==> config.mk <==
export PLATFORM = sky130hd
export DESIGN_NAME = nv_xfer_sequencer
export DESIGN_NICKNAME = d
export VERILOG_FILES = /design/src/rtl/nv_seq_pkg.sv /design/src/rtl/nv_phase_timer.sv /design/src/rtl/nv_dirty_track.sv /design/src/rtl/nv_xfer_sequencer.sv
export SDC_FILE = /design/constraint.sdc
export NUM_CORES = 1
export LEC_CHECK = 0
export BUFFER_PORTS_ARGS = -buffer_cell sky130_fd_sc_hd__buf_2
export CAP_MARGIN = 20
export CORE_MARGIN = 2
export CORE_UTILIZATION = 55
export CTS_BUF_LIST = sky130_fd_sc_hd__clkbuf_4 sky130_fd_sc_hd__clkbuf_8 sky130_fd_sc_hd__clkbuf_16
export DETAILED_ROUTE_END_ITERATION = 8
export HOLD_SLACK_MARGIN = 0.1
export PLACE_DENSITY = 0.74
export SYNTH_ARGS = -nofsm -noshare
export SYNTH_HDL_FRONTEND = slang
export SYNTH_HIERARCHICAL = 1
export SYNTH_SLANG_ARGS = --single-unit
==> constraint.sdc <==
create_clock -name clk -period 8.7 [get_ports clk]
set_input_delay 1.74 -clock clk [delete_from_list [all_inputs] [get_ports clk]]
set_output_delay 1.74 -clock clk [all_outputs]
set_load 0.1 [all_outputs]
==> src/rtl/nv_seq_pkg.sv <==
package nv_seq_pkg;

    typedef enum logic [3:0] {
        S_IDLE,
        S_HW_GRACE,
        S_PF_PULSE,
        S_ERASE,
        S_PROGRAM,
        S_HW_HOLD,
        S_RECOVER,
        S_BROWN,
        S_RCL_CLEAR,
        S_RCL_XFER,
        S_RESTORE
    } seq_state_e;

    typedef enum logic [1:0] {
        SRC_SW,
        SRC_HW,
        SRC_PF
    } store_src_e;

    function automatic int max_of(input int a, input int b);
        return (a > b) ? a : b;
    endfunction

endpackage

==> src/rtl/nv_phase_timer.sv <==
module nv_phase_timer #(
    parameter int CW = 8
) (
    input  logic          clk,
    input  logic          rst_n,
    input  logic          restart_i,
    output logic [CW-1:0] elapsed_o
);

    always_ff @(posedge clk or negedge rst_n) begin
        if (!rst_n)
            elapsed_o <= '0;
        else if (restart_i)
            elapsed_o <= '0;
        else if (elapsed_o != {CW{1'b1}})
            elapsed_o <= elapsed_o + 1'b1;
    end

    // every phase is measured from zero after a state change
    a_r2_timer_restart: assert property (@(posedge clk) disable iff (!rst_n)
        restart_i |=> (elapsed_o == '0));

endmodule

==> src/rtl/nv_dirty_track.sv <==
module nv_dirty_track (
    input  logic clk,
    input  logic rst_n,
    input  logic wr_done_i,
    input  logic clear_i,
    output logic dirty_o
);

    always_ff @(posedge clk or negedge rst_n) begin
        if (!rst_n)
            dirty_o <= 1'b0;
        else if (clear_i)
            dirty_o <= 1'b0;
        else if (wr_done_i)
            dirty_o <= 1'b1;
    end

    a_r4_clear_after_completion: assert property (@(posedge clk) disable iff (!rst_n)
        clear_i |=> !dirty_o);

    a_r4_set_by_write: assert property (@(posedge clk) disable iff (!rst_n)
        (wr_done_i && !clear_i) |=> dirty_o);

endmodule

==> src/rtl/nv_xfer_sequencer.sv <==
module nv_xfer_sequencer
    import nv_seq_pkg::*;
#(
    parameter int GRACE_CYC   = 200,
    parameter int PULSE_CYC   = 200,
    parameter int SENSE_CYC   = 20,
    parameter int ERASE_CYC   = 1000000,
    parameter int PROG_CYC    = 1000000,
    parameter int CLR_CYC     = 2000,
    parameter int XFER_CYC    = 2000,
    parameter int RESTORE_CYC = 110000,
    parameter int RECOVER_CYC = 140
) (
    input  logic clk,
    input  logic rst_n,
    input  logic sw_store_req,
    input  logic sw_recall_req,
    input  logic sram_wr_done,
    input  logic pwr_fail,
    input  logic pwr_reset,
    input  logic busy_in,
    output logic busy_drive_low,
    output logic rd_allow,
    output logic wr_allow,
    output logic nv_erase,
    output logic nv_program,
    output logic sram_clear,
    output logic nv_xfer
);

    localparam int MAX_A = max_of(max_of(GRACE_CYC, PULSE_CYC), max_of(ERASE_CYC, PROG_CYC));
    localparam int MAX_B = max_of(max_of(CLR_CYC, XFER_CYC), max_of(RESTORE_CYC, RECOVER_CYC));
    localparam int CW    = $clog2(max_of(MAX_A, MAX_B) + 1);

    localparam logic [CW-1:0] L_GRACE   = CW'(GRACE_CYC - 1);
    localparam logic [CW-1:0] L_PULSE   = CW'(PULSE_CYC - 1);
    localparam logic [CW-1:0] L_SENSE   = CW'(SENSE_CYC - 1);
    localparam logic [CW-1:0] L_ERASE   = CW'(ERASE_CYC - 1);
    localparam logic [CW-1:0] L_PROG    = CW'(PROG_CYC - 1);
    localparam logic [CW-1:0] L_CLR     = CW'(CLR_CYC - 1);
    localparam logic [CW-1:0] L_XFER    = CW'(XFER_CYC - 1);
    localparam logic [CW-1:0] L_RESTORE = CW'(RESTORE_CYC - 1);
    localparam logic [CW-1:0] L_RECOVER = CW'(RECOVER_CYC - 1);

    seq_state_e    state_q, state_d;
    store_src_e    src_q, src_d;
    logic          recall_pend_q;
    logic          dirty;
    logic          done;
    logic          dirty_clr;
    logic [CW-1:0] elapsed;
    logic [CW-1:0] lim;

    nv_phase_timer #(.CW(CW)) u_timer (
        .clk       (clk),
        .rst_n     (rst_n),
        .restart_i (state_d != state_q),
        .elapsed_o (elapsed)
    );

    nv_dirty_track u_dirty (
        .clk       (clk),
        .rst_n     (rst_n),
        .wr_done_i (sram_wr_done),
        .clear_i   (dirty_clr),
        .dirty_o   (dirty)
    );

    always_comb begin
        unique case (state_q)
            S_HW_GRACE:  lim = L_GRACE;
            S_PF_PULSE:  lim = L_PULSE;
            S_ERASE:     lim = L_ERASE;
            S_PROGRAM:   lim = L_PROG;
            S_RCL_CLEAR: lim = L_CLR;
            S_RCL_XFER:  lim = L_XFER;
            S_RESTORE:   lim = L_RESTORE;
            S_RECOVER:   lim = L_RECOVER;
            default:     lim = '0;
        endcase
    end

    assign done      = (elapsed == lim);
    assign dirty_clr = done && (state_q == S_PROGRAM || state_q == S_RCL_XFER ||
                                state_q == S_RESTORE);

    // next-state process
    always_comb begin
        state_d = state_q;
        src_d   = src_q;
        unique case (state_q)
            S_IDLE: begin
                if (pwr_fail) begin
                    state_d = S_PF_PULSE;
                    src_d   = SRC_PF;
                end else if (recall_pend_q || pwr_reset) begin
                    state_d = S_RESTORE;
                end else if (!busy_in) begin
                    state_d = S_HW_GRACE;
                    src_d   = SRC_HW;
                end else if (sw_store_req) begin
                    state_d = S_ERASE;
                    src_d   = SRC_SW;
                end else if (sw_recall_req) begin
                    state_d = S_RCL_CLEAR;
                end
            end
            S_HW_GRACE:  if (done) state_d = dirty ? S_ERASE : S_HW_HOLD;
            S_PF_PULSE: begin
                if (elapsed == L_SENSE && busy_in) state_d = S_BROWN;
                else if (done)                     state_d = dirty ? S_ERASE : S_BROWN;
            end
            S_ERASE:     if (done) state_d = S_PROGRAM;
            S_PROGRAM: begin
                if (done) begin
                    unique case (src_q)
                        SRC_HW:  state_d = S_HW_HOLD;
                        SRC_PF:  state_d = S_BROWN;
                        default: state_d = S_IDLE;
                    endcase
                end
            end
            S_HW_HOLD:   if (busy_in) state_d = S_RECOVER;
            S_RECOVER:   if (done) state_d = S_IDLE;
            S_BROWN: begin
                if (!pwr_fail) state_d = (recall_pend_q || pwr_reset) ? S_RESTORE : S_IDLE;
            end
            S_RCL_CLEAR: if (done) state_d = S_RCL_XFER;
            S_RCL_XFER:  if (done) state_d = S_IDLE;
            S_RESTORE:   if (done) state_d = S_IDLE;
            default:     state_d = S_IDLE;
        endcase
    end

    // state register
    always_ff @(posedge clk or negedge rst_n) begin
        if (!rst_n) begin
            state_q       <= S_IDLE;
            src_q         <= SRC_SW;
            recall_pend_q <= 1'b0;
        end else begin
            state_q <= state_d;
            src_q   <= src_d;
            if (pwr_reset)
                recall_pend_q <= 1'b1;
            else if (state_q == S_RESTORE && done)
                recall_pend_q <= 1'b0;
        end
    end

    // output process
    always_comb begin
        busy_drive_low = 1'b0;
        rd_allow       = 1'b0;
        wr_allow       = 1'b0;
        nv_erase       = 1'b0;
        nv_program     = 1'b0;
        sram_clear     = 1'b0;
        nv_xfer        = 1'b0;
        unique case (state_q)
            S_IDLE: begin
                rd_allow = 1'b1;
                wr_allow = !pwr_fail;
            end
            S_HW_GRACE:  rd_allow = 1'b1;
            S_PF_PULSE:  busy_drive_low = 1'b1;
            S_ERASE: begin
                busy_drive_low = 1'b1;
                nv_erase       = 1'b1;
            end
            S_PROGRAM: begin
                busy_drive_low = 1'b1;
                nv_program     = 1'b1;
            end
            S_RCL_CLEAR: sram_clear = 1'b1;
            S_RCL_XFER:  nv_xfer = 1'b1;
            S_RESTORE:   nv_xfer = 1'b1;
            default: ;
        endcase
    end

    // the program phase always follows the erase phase
    a_r2_erase_then_program: assert property (@(posedge clk) disable iff (!rst_n)
        $fell(nv_erase) |-> nv_program);

    // the transfer phase always follows the clear phase
    a_r3_clear_then_xfer: assert property (@(posedge clk) disable iff (!rst_n)
        $fell(sram_clear) |-> nv_xfer);

    // the grace window opens only after the busy line was low
    a_r5_grace_entry: assert property (@(posedge clk) disable iff (!rst_n)
        $rose(state_q == S_HW_GRACE) |-> $past(!busy_in));

    // the hold state persists while the busy line stays low
    a_r6_hold_until_release: assert property (@(posedge clk) disable iff (!rst_n)
        (state_q == S_HW_HOLD && !busy_in) |=> (state_q == S_HW_HOLD));

    // power fail in IDLE always starts the busy pulse
    a_r7_pf_starts_pulse: assert property (@(posedge clk) disable iff (!rst_n)
        (state_q == S_IDLE && pwr_fail) |=> (state_q == S_PF_PULSE));

    // a restore begins only with a recall pending
    a_r8_restore_needs_pending: assert property (@(posedge clk) disable iff (!rst_n)
        $rose(state_q == S_RESTORE) |-> $past(recall_pend_q || pwr_reset));

endmodule

==> key figures, run 1 <==
Outcome
  • Status: completed

Run
  • Max Cap Viol: 0

Critical path
  • Slowest cell on crit path: buf_2
  • CP endpoint kind: output pin
  • Critical Path Max Stage Delay: 0.47 ns
  • R2r endpoint: u_timer/elapsed_o[4]
  • Reg2reg setup slack: around 4.6 ns
  • Startpoint Class: input pin
  • Depth of the most critical reg-to-reg path: 15
  • Crit Path Max Fanout: 10
  • Crit path cell chain: buf_2 > nor4_1 > buf_2
  • Critical path type: in -> out
  • WP data arrival: 2.54 ns
  • Reg2reg start: state_q[1]
  • CP Data Required Time: ~7.0 ns
  • Most frequent CP cell: buf_2

Power and ir drop
  • Max IR drop VDD: roughly 0.10 mV
  • Power Density: 225 mW/mm^2
  • Leak: 1.04 nW

Yosys
  • FFs w/ async S/R, synth: 100%
  • Netlist cell types: roughly 70
  • Area of the mapped netlist: ~0.0025 mm^2
  • EDFF count, synth: 0
  • Seq cells post-synth: 28
  • Synth warn: 6
  • Ys flop type: dfrtp_1
  • Seq/Total Area, Yosys: ~28%
  • Mean area per synthesized cell: roughly 8.1 um^2
  • Post-synth net total: 325
  • Gate Count Post-Synth: between 300 and 400

Routing
  • Drt drc: 0
  • Vias per std cell: just under 7
  • TritonRoute pass-1 iters: 5
  • Via Count: between 2,000 and 3,000
  • Avg WL per Cell: between 15 and 20 um
  • Final ANT Viol Nets: 0
  • First DRT Iteration DRCs: 157
  • Drt total wl: approximately 6700 um

CTS
  • Num CTS Buffers: 3
  • Clk buf depth: 2
  • Gates resized, CTS repair: 0
  • Clk_lat worst skew: 0.28 ns
  • CTS clk-pin slew, worst paths: ~0.09 ns
  • Setup bufs post-CTS: 0
  • CTS tree: built
  • Root Buffer: clkbuf_8
  • CTS hold repair buffers: 0
  • Htree depth: 1
  • Clock Sinks: 28

STA
  • Final Hold Viols: 0
  • Max-slew violation count: 0
  • WHS: a little over 0.5 ns
  • Unrepaired setup endpoints after global routing: no
  • Final TNS setup: 0 ns
  • Post-route minimum period: about 4.3 ns
  • Clock skew: between 0.003 and 0.004 ns
  • Final setup fails: 0
  • Peak Freq: ~230 MHz
  • Max-slew headroom: between 40% and 50%
  • Period utilization: between 40% and 50%
  • Measured slew at the worst slew-check pin: 0.816 ns

Worst hold path
  • Min-delay src: recall_pend_q
  • Hold worst-path end: recall_pend_q
  • Worst hold path depth: 1
  • Hold Path Class: reg -> reg

Global routing
  • Vias in the first global route: about 2,400
  • Antenna violations before repair: 0
  • Largest net degree at the start of global routing: 29
  • Gr usage total: 27.6%
  • First-pass GRT wire length: around 11,000 um
  • GRT overflow: 0

Final layout
  • Nets: ~340
  • Fillcell total: around 420
  • Number of antenna diodes: 0
  • Highest-count cells in the layout ignoring fill and taps: 29 x nand2_1, 28 x dfrtp_1, 27 x a21oi_1
  • Ratio of cells with drive above 1 in the final layout: between 10% and 20%
  • Commonest non-fill, non-tap cell in the layout: nand2_1
  • Area Growth Syn to Fin: 4.92%

Floorplan
  • CORE AREA: ~0.0044 mm^2
  • Ports: 15
  • DIE AREA: 0.00509 mm^2
  • Core Rows: 24
  • Die width: 71.3 um
  • Die span in y: just over 70 um
  • Initial Util: a little under three fifths

Placement
  • Port Buffer Count: 14
  • HPWL Detailed: between 4000 and 5000 um
  • Placer's final routability congestion estimate: 0.996
## final cells by class
class	count	area, um^2	area share, %
multi-input combinational	260	1690	64.6
sequential	28	701	26.8
timing repair buffer	15	77.6	2.97
tap	52	65.1	2.49
clock buffer	3	41.3	1.58
inverter	11	41.3	1.58
## flip-flops by register name (all words and copies together) (netlist names)
register           cells
state_q                4
src_q                  2
u_timer/elapsed_o     20
recall_pend_q          1
u_dirty/dirty_o        1
## power breakdown
group	switching [mW]	internal (mW)
Clock	0.0403	0.0312
Sequential	0.0360	0.141
Combinational	0.235	0.105
Total	0.311	0.278
## logic make-up after synthesis
group	Yosys count	share of synthesized area, %
mux	6	2.71
simple gates	151	34.6
flops	28	28.1
xor+xnor	2	0.703
buf+inv	21	4.11
fa+ha+maj	8	4.01
compound gates	93	25.7
## worst max path at each step
| stage | startpoint | endpoint | slack, ns | cells past startpoint |
|---|---|---|---|---|
| floorplan | pwr_fail | wr_allow | 2.21 | 2 |
| detailed placement | pwr_fail | u_timer/elapsed_o[2] | 4.36 | 12 |
| global route | state_q[1] | u_timer/elapsed_o[4] | 4.29 | 15 |
| global placement | pwr_fail | wr_allow | 4.45 | 3 |
| finish | pwr_fail | wr_allow | 4.42 | 3 |
| CTS | pwr_fail | wr_allow | 4.42 | 3 |
## routing by layer
metal  track usage [%]  vias up  routed length, um
met2              48.1       93               3370
li1                  -     1211                  -
met5                 0        -                  0
met3              3.09       15                321
met4              10.7        0                165
met1              35.0     1202               2870
## stage by stage
| step | setup slack, ns | area, um^2 | cells | utilization (%) | power (mW) |
|---|---|---|---|---|---|
| CTS | 4.42 | 2620 | 369 | 60.1 | 0.590 |
| finish | 4.42 | 2620 | 369 | 60.1 | 0.589 |
| detailed placement | 4.36 | 2570 | 366 | 59.1 | 0.515 |
| floorplan | 2.21 | 2490 | 309 | - | 0.453 |
| global route | 4.29 | 2620 | 369 | 60.1 | 0.629 |
| global placement | 4.45 | 2570 | 366 | 59.1 | 0.512 |
## synthesized netlist by cell type, drive strengths merged (4+ instances only)
| library cell | instances | share of area, % |
|---|---|---|
| a211oi | 4 | 1.2 |
| nor2b | 5 | 1.3 |
| dfrtp | 28 | 28 |
| a21oi | 27 | 5.4 |
| nor4 | 7 | 2.5 |
| buf | 7 | 2.0 |
| o21ai | 12 | 2.4 |
| or3 | 7 | 1.8 |
| nand2b | 6 | 1.6 |
| a31oi | 7 | 1.8 |
| inv | 11 | 1.7 |
| nand3 | 20 | 4.2 |
| or2 | 4 | 1.0 |
| and3 | 9 | 2.5 |
| o211ai | 4 | 1.2 |
| ha | 8 | 4.0 |
| nor3 | 19 | 3.8 |
| nor2 | 21 | 3.2 |
| nand4 | 8 | 2.6 |
| a21o | 4 | 1.2 |
| a311oi | 4 | 1.4 |
| nand2 | 29 | 4.4 |
## critical path, delay by kind of cell
family | cells | cell delay (ns)
simple gates | 1 | 0.17
buf+inv | 2 | 0.62
Power figures use the tool's default switching activity.
==> run 2: changes to the inputs <==
--- a/config.mk
+++ b/config.mk
@@ -5,6 +5,7 @@
 export SDC_FILE = /design/constraint.sdc
 export NUM_CORES = 1
 export LEC_CHECK = 0
+export ABC_AREA = 1
 export BUFFER_PORTS_ARGS = -buffer_cell sky130_fd_sc_hd__buf_2
 export CAP_MARGIN = 20
 export CORE_MARGIN = 2
==> constraint.sdc (replaced) <==
create_clock -name clk -period 4.2 [get_ports clk]
set_input_delay 0.84 -clock clk [delete_from_list [all_inputs] [get_ports clk]]
set_output_delay 0.84 -clock clk [all_outputs]
set_load 0.1 [all_outputs]
==> run 2 against run 1 <==
  * Critical endpoint is now u_timer/elapsed_o[1]
  * Flip-flop and latch count unchanged
  * Critical path type is now reg -> reg
  * Highest routed layer unchanged
  * Via count grew 7.4%
  * Utilization up 0.32 points
  * Clock power rose to 3.0 times the previous value
  * Die area rose by 5.5%
  * Non-clock buffer count did not move
  * Combinational power grew 140%
  * Clock skew is 0.0021 ns higher
  * Global-route usage grew 0.37 points
  * Register-to-register slack got worse by 4.0 ns
  * Synthesized cell count grew 37%
  * Sequential share of layout area down 1.9 points
==> key figures, run 2 <==
Floorplan
  • Die span in y: 73.3 um
  • Initial Util: ~57%
  • CORE AREA: roughly 0.0047 mm^2
  • DIE AREA: ~0.0054 mm^2
  • Core Rows: 25
  • Die width: around 73 um
  • Ports: 15

Yosys
  • Commonest cells post-synth: 135 x nand2_1, 55 x nor2_1, 52 x inv_1
  • Seq cells post-synth: 28
  • Post-synth net total: around 440
  • Ranking of synthesized cells by area: dfrtp_1 27%, nand2_1 19%, nand3_1 9.7%, nor2_1 7.8%, inv_1 7.4%
  • Area of the mapped netlist: ~0.0026 mm^2
  • FFs w/ async S/R, synth: 100%
  • EDFF count, synth: 0
  • Cell taking the most area after synthesis: dfrtp_1
  • Netlist cell types: 33
  • Area share of the largest cell type after synthesis: a little over a quarter
  • Most common cell in the synthesized netlist: nand2_1
  • Ys flop type: dfrtp_1
  • Seq/Total Area, Yosys: 26.5%
  • Gate Count Post-Synth: around 420
  • Synth warn: 6
  • Mean area per synthesized cell: ~6.3 um^2

CTS
  • CTS tree: built
  • Clk buf depth: 2
  • Clock Sinks: 28
  • Clk_lat worst skew: around 0.28 ns
  • Root Buffer: clkbuf_8
  • Setup bufs post-CTS: 0
  • CTS hold repair buffers: 0
  • Num CTS Buffers: 3
  • Gates resized, CTS repair: 0
  • Htree depth: 1
  • CTS clk-pin slew, worst paths: ~0.10 ns

Critical path
  • Critical path type: reg -> reg
  • Depth of the most critical reg-to-reg path: 22
  • Reg2reg setup slack: about 0.65 ns
  • WP data arrival: about 3.8 ns
  • CP endpoint kind: flip-flop
  • Crit Path Max Fanout: 18
  • Reg2reg start: state_q[1]
  • R2r endpoint: u_timer/elapsed_o[1]
  • CP Data Required Time: about 4.4 ns
  • Startpoint Class: flip-flop

Global routing
  • First-pass GRT wire length: around 12,000 um
  • Antenna violations before repair: 0
  • Vias in the first global route: approximately 2,600
  • Gr usage total: between 20% and 30%
  • GRT overflow: 0
  • Largest net degree at the start of global routing: 29

Power and ir drop
  • PnR Total Power: roughly 1.4 mW
  • Power Density: between 400 and 500 mW/mm^2
  • Seq pwr share: about 25%
  • Sw frac: between 50% and 60%
  • Clock share of power: approximately 16%
  • Leak: between 1 and 1.5 nW
  • Max IR drop VDD: around 0.31 mV
  • Internal: between 600 and 700 uW
  • Sw power: 731 uW
  • Combinational share of power: 58.8%

Worst hold path
  • Min-delay src: src_q[0]
  • Worst hold path depth: 2
  • Hold worst-path end: src_q[0]
  • Hold Path Class: reg -> reg

Placement
  • Port Buffer Count: 14
  • Dpl cells: around 500
  • Placer's final routability congestion estimate: between 0.9 and 1
  • HPWL Detailed: approximately 5400 um
  • Placement Cell Area: approximately 0.0027 mm^2
  • Place WS: approximately 0.70 ns

Final layout
  • Highest-count cells in the layout ignoring fill and taps: 135 x nand2_1, 55 x nor2_1, 52 x inv_1
  • Finished Core Util: between 60% and 70%
  • Largest Register: u_timer/elapsed_o
  • Largest register FFs: 20
  • Final non-filler cell area: 0.00282 mm^2
  • Nets: around 450
  • Commonest non-fill, non-tap cell in the layout: nand2_1
  • Final Non-Filler Cells: 490
  • Area Growth Syn to Fin: 6.64%
  • Registers with the most flip-flops: u_timer/elapsed_o (20), state_q (4), src_q (2)
  • Number of antenna diodes: 0
  • Ratio of cells with drive above 1 in the final layout: about 14%

STA
  • Max-slew headroom: 56.0%
  • Peak Freq: approximately 280 MHz
  • Final setup fails: 0
  • Clock skew: 0.00549 ns
  • Post-route minimum period: roughly 3.5 ns
  • Period utilization: 84.5%
  • Final Hold Viols: 0
  • WHS: 0.534 ns
  • Max-slew violation count: 0
  • Measured slew at the worst slew-check pin: around 0.66 ns
  • Final TNS setup: 0 ns
  • Unrepaired setup endpoints after global routing: no
  • PnR worst setup slack: 0.651 ns

Run
  • Max Cap Viol: 0

Outcome
  • Status: completed

Routing
  • First DRT Iteration DRCs: 270
  • Avg WL per Cell: between 10 and 15 um
  • TritonRoute pass-1 iters: 5
  • Drt total wl: around 7000 um
  • Final ANT Viol Nets: 0
  • Vias per std cell: about 5.5
  • Drt drc: 0
  • Via Count: about 2,700
## run 2: cell count changes after synthesis, moves of 7 or more
| cell | delta |
|---|---|
| nand2_1 | +106 |
| inv_1 | +44 |
| nor2_1 | +34 |
| nand3_1 | +32 |
| a21oi_1 | -18 |
| nor3_1 | -18 |
| and3_1 | -8 |
| a31oi_1 | -7 |
| nand2_2 | +7 |
| or2_2 | +7 |
| or3_1 | -7 |
## run 2: cells by family after synthesis
| group | Yosys count | share of synthesized area [%] |
|---|---|---|
| compound gates | 35 | 7.63 |
| simple gates | 288 | 51.8 |
| buf+inv | 62 | 9.95 |
| xor+xnor | 1 | 0.332 |
| flops | 28 | 26.5 |
| fa+ha+maj | 8 | 3.79 |
## run 2: cell type report
class,count,area (um^2)
Clock inverter,1,30.0
Multi-Input combinational cell,332,1680
Clock buffer,3,41.3
Tap cell,54,67.6
Timing Repair Buffer,15,77.6
Inverter,57,221
Sequential cell,28,701
Fill cell,479,1850
## run 2: how the worst max path moves through the flow
stage	startpoint	to	cells past startpoint
floorplan	state_q[0]	u_timer/elapsed_o[16]	19
global placement	state_q[1]	u_timer/elapsed_o[1]	22
detailed placement	state_q[1]	u_timer/elapsed_o[0]	22
CTS	state_q[1]	u_timer/elapsed_o[0]	22
global route	state_q[1]	u_timer/elapsed_o[1]	22
finish	state_q[1]	u_timer/elapsed_o[1]	22
## run 2: per-layer routing
| metal | vias up | share of wire [%] | wire length (um) | global-route usage, % |
|---|---|---|---|---|
| met3 | 20 | 5.2 | 363 | 3.70 |
| met4 | 0 | 2.5 | 175 | 9.88 |
| li1 | 1365 | - | - | - |
| met5 | - | 0 | 0 | 0 |
| met2 | 91 | 50 | 3470 | 49.4 |
| met1 | 1231 | 43 | 2960 | 34.7 |
## run 2: power by group through the flow
stage	registers (mW)	logic, mW	clock network [mW]
after floorplan	0.320	0.667	0
after global placement	0.346	0.789	0
after detailed placement	0.347	0.794	0
after CTS	0.342	0.796	0.222
after global routing	0.348	0.887	0.231
final	0.344	0.799	0.216
## run 2: critical path, stage by stage, from the launching register on
cell,delay (ns)
dfrtp_1,0.46
inv_1,0.31
ha_1,0.27
inv_1,0.12
nand2_2,0.11
nand3_4,0.12
nand3_1,0.09
nand2_1,0.06
nor2_1,0.10
nand2_1,0.09
nor2_4,0.17
nand2_4,0.12
nand2_2,0.08
nand2_2,0.05
nor2_2,0.12
nand2_2,0.08
nand2_1,0.05
nand3_1,0.06
nor2_1,0.09
nand2_1,0.06
inv_1,0.35
nand3_4,0.30
o21ai_1,0.20
==> run 3: changes to the inputs <==
==> constraint.sdc (replaced) <==
create_clock -name clk -period 3.3 [get_ports clk]
set_input_delay 0.66 -clock clk [delete_from_list [all_inputs] [get_ports clk]]
set_output_delay 0.66 -clock clk [all_outputs]
set_load 0.1 [all_outputs]
==> run 3 against run 2 <==
  * Largest cell class unchanged
  * Critical path depth grew 2
  * Sequential power rose by 25%
  * Die area stayed put
  * First-iteration DRC count fell by 16%
  * Clock-buffer cell count unchanged
  * Clock skew hardly changed
  * Cell area rose by 1.8%
  * Flip-flop and latch count unchanged
  * Non-clock buffer count increased by 4
  * Sequential share of layout area down 0.39 points
  * Setup slack got worse by 0.29 ns
  * Clock power increased by 31%
==> key figures, run 3 (synthesis gave the netlist of run 2 again) <==
Critical path
  • WP data arrival: ~3.2 ns
  • Reg2reg start: state_q[1]
  • R2r endpoint: u_timer/elapsed_o[12]
  • CP Data Required Time: between 3 and 4 ns
  • Depth of the most critical reg-to-reg path: 24
  • Critical path type: reg -> reg
  • Crit Path Max Fanout: 10
  • Reg2reg setup slack: approximately 0.36 ns
  • CP endpoint kind: flip-flop
  • Most frequent CP cell: nand2_1
  • Crit path cell chain: inv_1 > buf_4 > ha_1 > nand2_2 > nand3_1 > nand2_1 > nand2_1 > nand2_1 > nor2_1 > nand2_1 > nor2_4 > nand2_4 > nand2_2 > nand2_2 > nor2_2 > nand2_2 > nand2_1 > nand3_1 > nor2_1 > nand2_1 > inv_2 > buf_4 > nand2_1 > a21oi_1
  • Slowest cell on crit path: dfrtp_2
  • Critical Path Max Stage Delay: about 0.48 ns
  • Startpoint Class: flip-flop

Power and ir drop
  • Power Density: ~640 mW/mm^2
  • Leak: 1.48 nW
  • Max IR drop VDD: roughly 0.37 mV
  • Combinational share of power: 60.9%
  • Seq pwr share: 23.6%
  • Sw power: 977 uW
  • Sw frac: ~54%
  • Clock share of power: ~16%
  • Internal: ~850 uW

STA
  • Max-slew headroom: a little under three fifths
  • Peak Freq: between 300 and 400 MHz
  • Post-route minimum period: between 2 and 3 ns
  • Max-slew violation count: 0
  • Final setup fails: 0
  • Clock skew: 0.00504 ns
  • Period utilization: 89.2%
  • Unrepaired setup endpoints after global routing: no
  • WHS: just under 0.4 ns
  • Final TNS setup: 0 ns
  • Final Hold Viols: 0
  • Measured slew at the worst slew-check pin: ~0.66 ns

CTS
  • Setup bufs post-CTS: 0
  • CTS tree: built
  • Gates resized, CTS repair: 0
  • Clk buf depth: 2
  • Clock Sinks: 28
  • CTS clk-pin slew, worst paths: 0.10 ns
  • Num CTS Buffers: 3
  • Htree depth: 1
  • Clk_lat worst skew: between 0.2 and 0.3 ns
  • CTS hold repair buffers: 0
  • Root Buffer: clkbuf_8

Floorplan
  • Ports: 15
  • CORE AREA: roughly 0.0047 mm^2
  • Core Rows: 25
  • Die width: around 73 um
  • Initial Util: between 50% and 60%
  • DIE AREA: approximately 0.0054 mm^2
  • Die span in y: ~73 um

Global routing
  • Vias in the first global route: approximately 2,600
  • Antenna violations before repair: 0
  • First-pass GRT wire length: 12,100 um
  • Gr usage total: a little under 30%
  • Largest net degree at the start of global routing: 29
  • GRT overflow: 0

Placement
  • HPWL Detailed: 5280 um
  • Port Buffer Count: 14
  • Placement Cell Area: roughly 0.0028 mm^2
  • Placer's final routability congestion estimate: around 0.98

Final layout
  • Finished Core Util: a little over 60%
  • Number of antenna diodes: 0
  • Area Growth Syn to Fin: 8.53%
  • Ratio of cells with drive above 1 in the final layout: 16.1%
  • Nets: roughly 460
  • Fillcell total: 466
  • Registers with the most flip-flops: u_timer/elapsed_o (20), state_q (4), src_q (2)
  • Largest Register: u_timer/elapsed_o
  • Final non-filler cell area: between 0.002 and 0.003 mm^2
  • Highest-count cells in the layout ignoring fill and taps: 135 x nand2_1, 53 x nor2_1, 51 x inv_1, 51 x nand3_1, 27 x dfrtp_1
  • Largest register FFs: 20
  • Commonest non-fill, non-tap cell in the layout: nand2_1

Routing
  • Final ANT Viol Nets: 0
  • Via Count: 2,791
  • TritonRoute pass-1 iters: 7
  • Vias per std cell: ~5.6
  • Drt total wl: between 6000 and 7000 um
  • First DRT Iteration DRCs: 227
  • Drt drc: 0
  • Avg WL per Cell: 14.1 um

Run
  • Max Cap Viol: 0

Outcome
  • Status: completed

Worst hold path
  • Hold Path Class: in -> async
[run 3: changes by cell type in the layout (fill, tap and decap cells not counted), sizes merged]
cell   change
buf        +4
nand3      +1
[run 3: layer usage]
layer / GRT usage, % / up-vias / wire [um]
met1: 37.0 / 1276 / 2880
met5: 0 / - / 0
met2: 49.5 / 116 / 3540
met3: 3.29 / 18 / 381
met4: 12.6 / 0 / 175
li1: - / 1381 / -
[run 3: how the worst max path moves through the flow]
stage | startpoint | to | slack, ns | cells after the start
after floorplan | state_q[0] | u_timer/elapsed_o[16] | 0.03 | 19
after global routing | state_q[1] | u_timer/elapsed_o[12] | 0.05 | 24
after global placement | state_q[1] | u_timer/elapsed_o[0] | 0.30 | 23
after CTS | state_q[1] | u_timer/elapsed_o[0] | 0.24 | 23
after detailed placement | state_q[1] | u_timer/elapsed_o[1] | 0.26 | 23
final | state_q[1] | u_timer/elapsed_o[12] | 0.36 | 24
[run 3: power by group through the flow]
stage	registers [mW]	clock network [mW]	logic (mW)
6_report	0.431	0.282	1.11
5_1_grt	0.436	0.300	1.23
4_1_cts	0.427	0.291	1.09
3_5_place_dp	0.434	0	1.08
3_3_place_gp	0.434	0	1.08
2_1_floorplan	0.408	0	0.858
[run 3: area by class of cell]
class                      instances  area [um^2]  share of cell area (%)
multi-input combinational        333         1700                    59.2
clock inverter                     1         30.0                    1.05
clock buffer                       3         41.3                    1.44
timing repair buffer              19          108                    3.76
sequential                        28          702                    24.5
inverter                          57          221                    7.73
tap                               54         67.6                    2.36
[run 3: metrics by stage]
stage          setup WS [ns]  cells  power, mW
2_1_floorplan         0.0275    422       1.27
3_3_place_gp           0.302    490       1.51
3_5_place_dp           0.263    490       1.52
4_1_cts                0.237    494       1.81
5_1_grt               0.0532    495       1.96
6_report               0.357    495       1.82
[run 3: critical path, delay by kind of cell, from the launching register on]
kind	cells	cell delay [ns]
AO/OA/AOI/OAI	1	0.13
buffers and inverters	4	0.61
flip-flops	1	0.48
AND/OR/NAND/NOR	18	1.44
adder cells (fa/ha/maj)	1	0.19
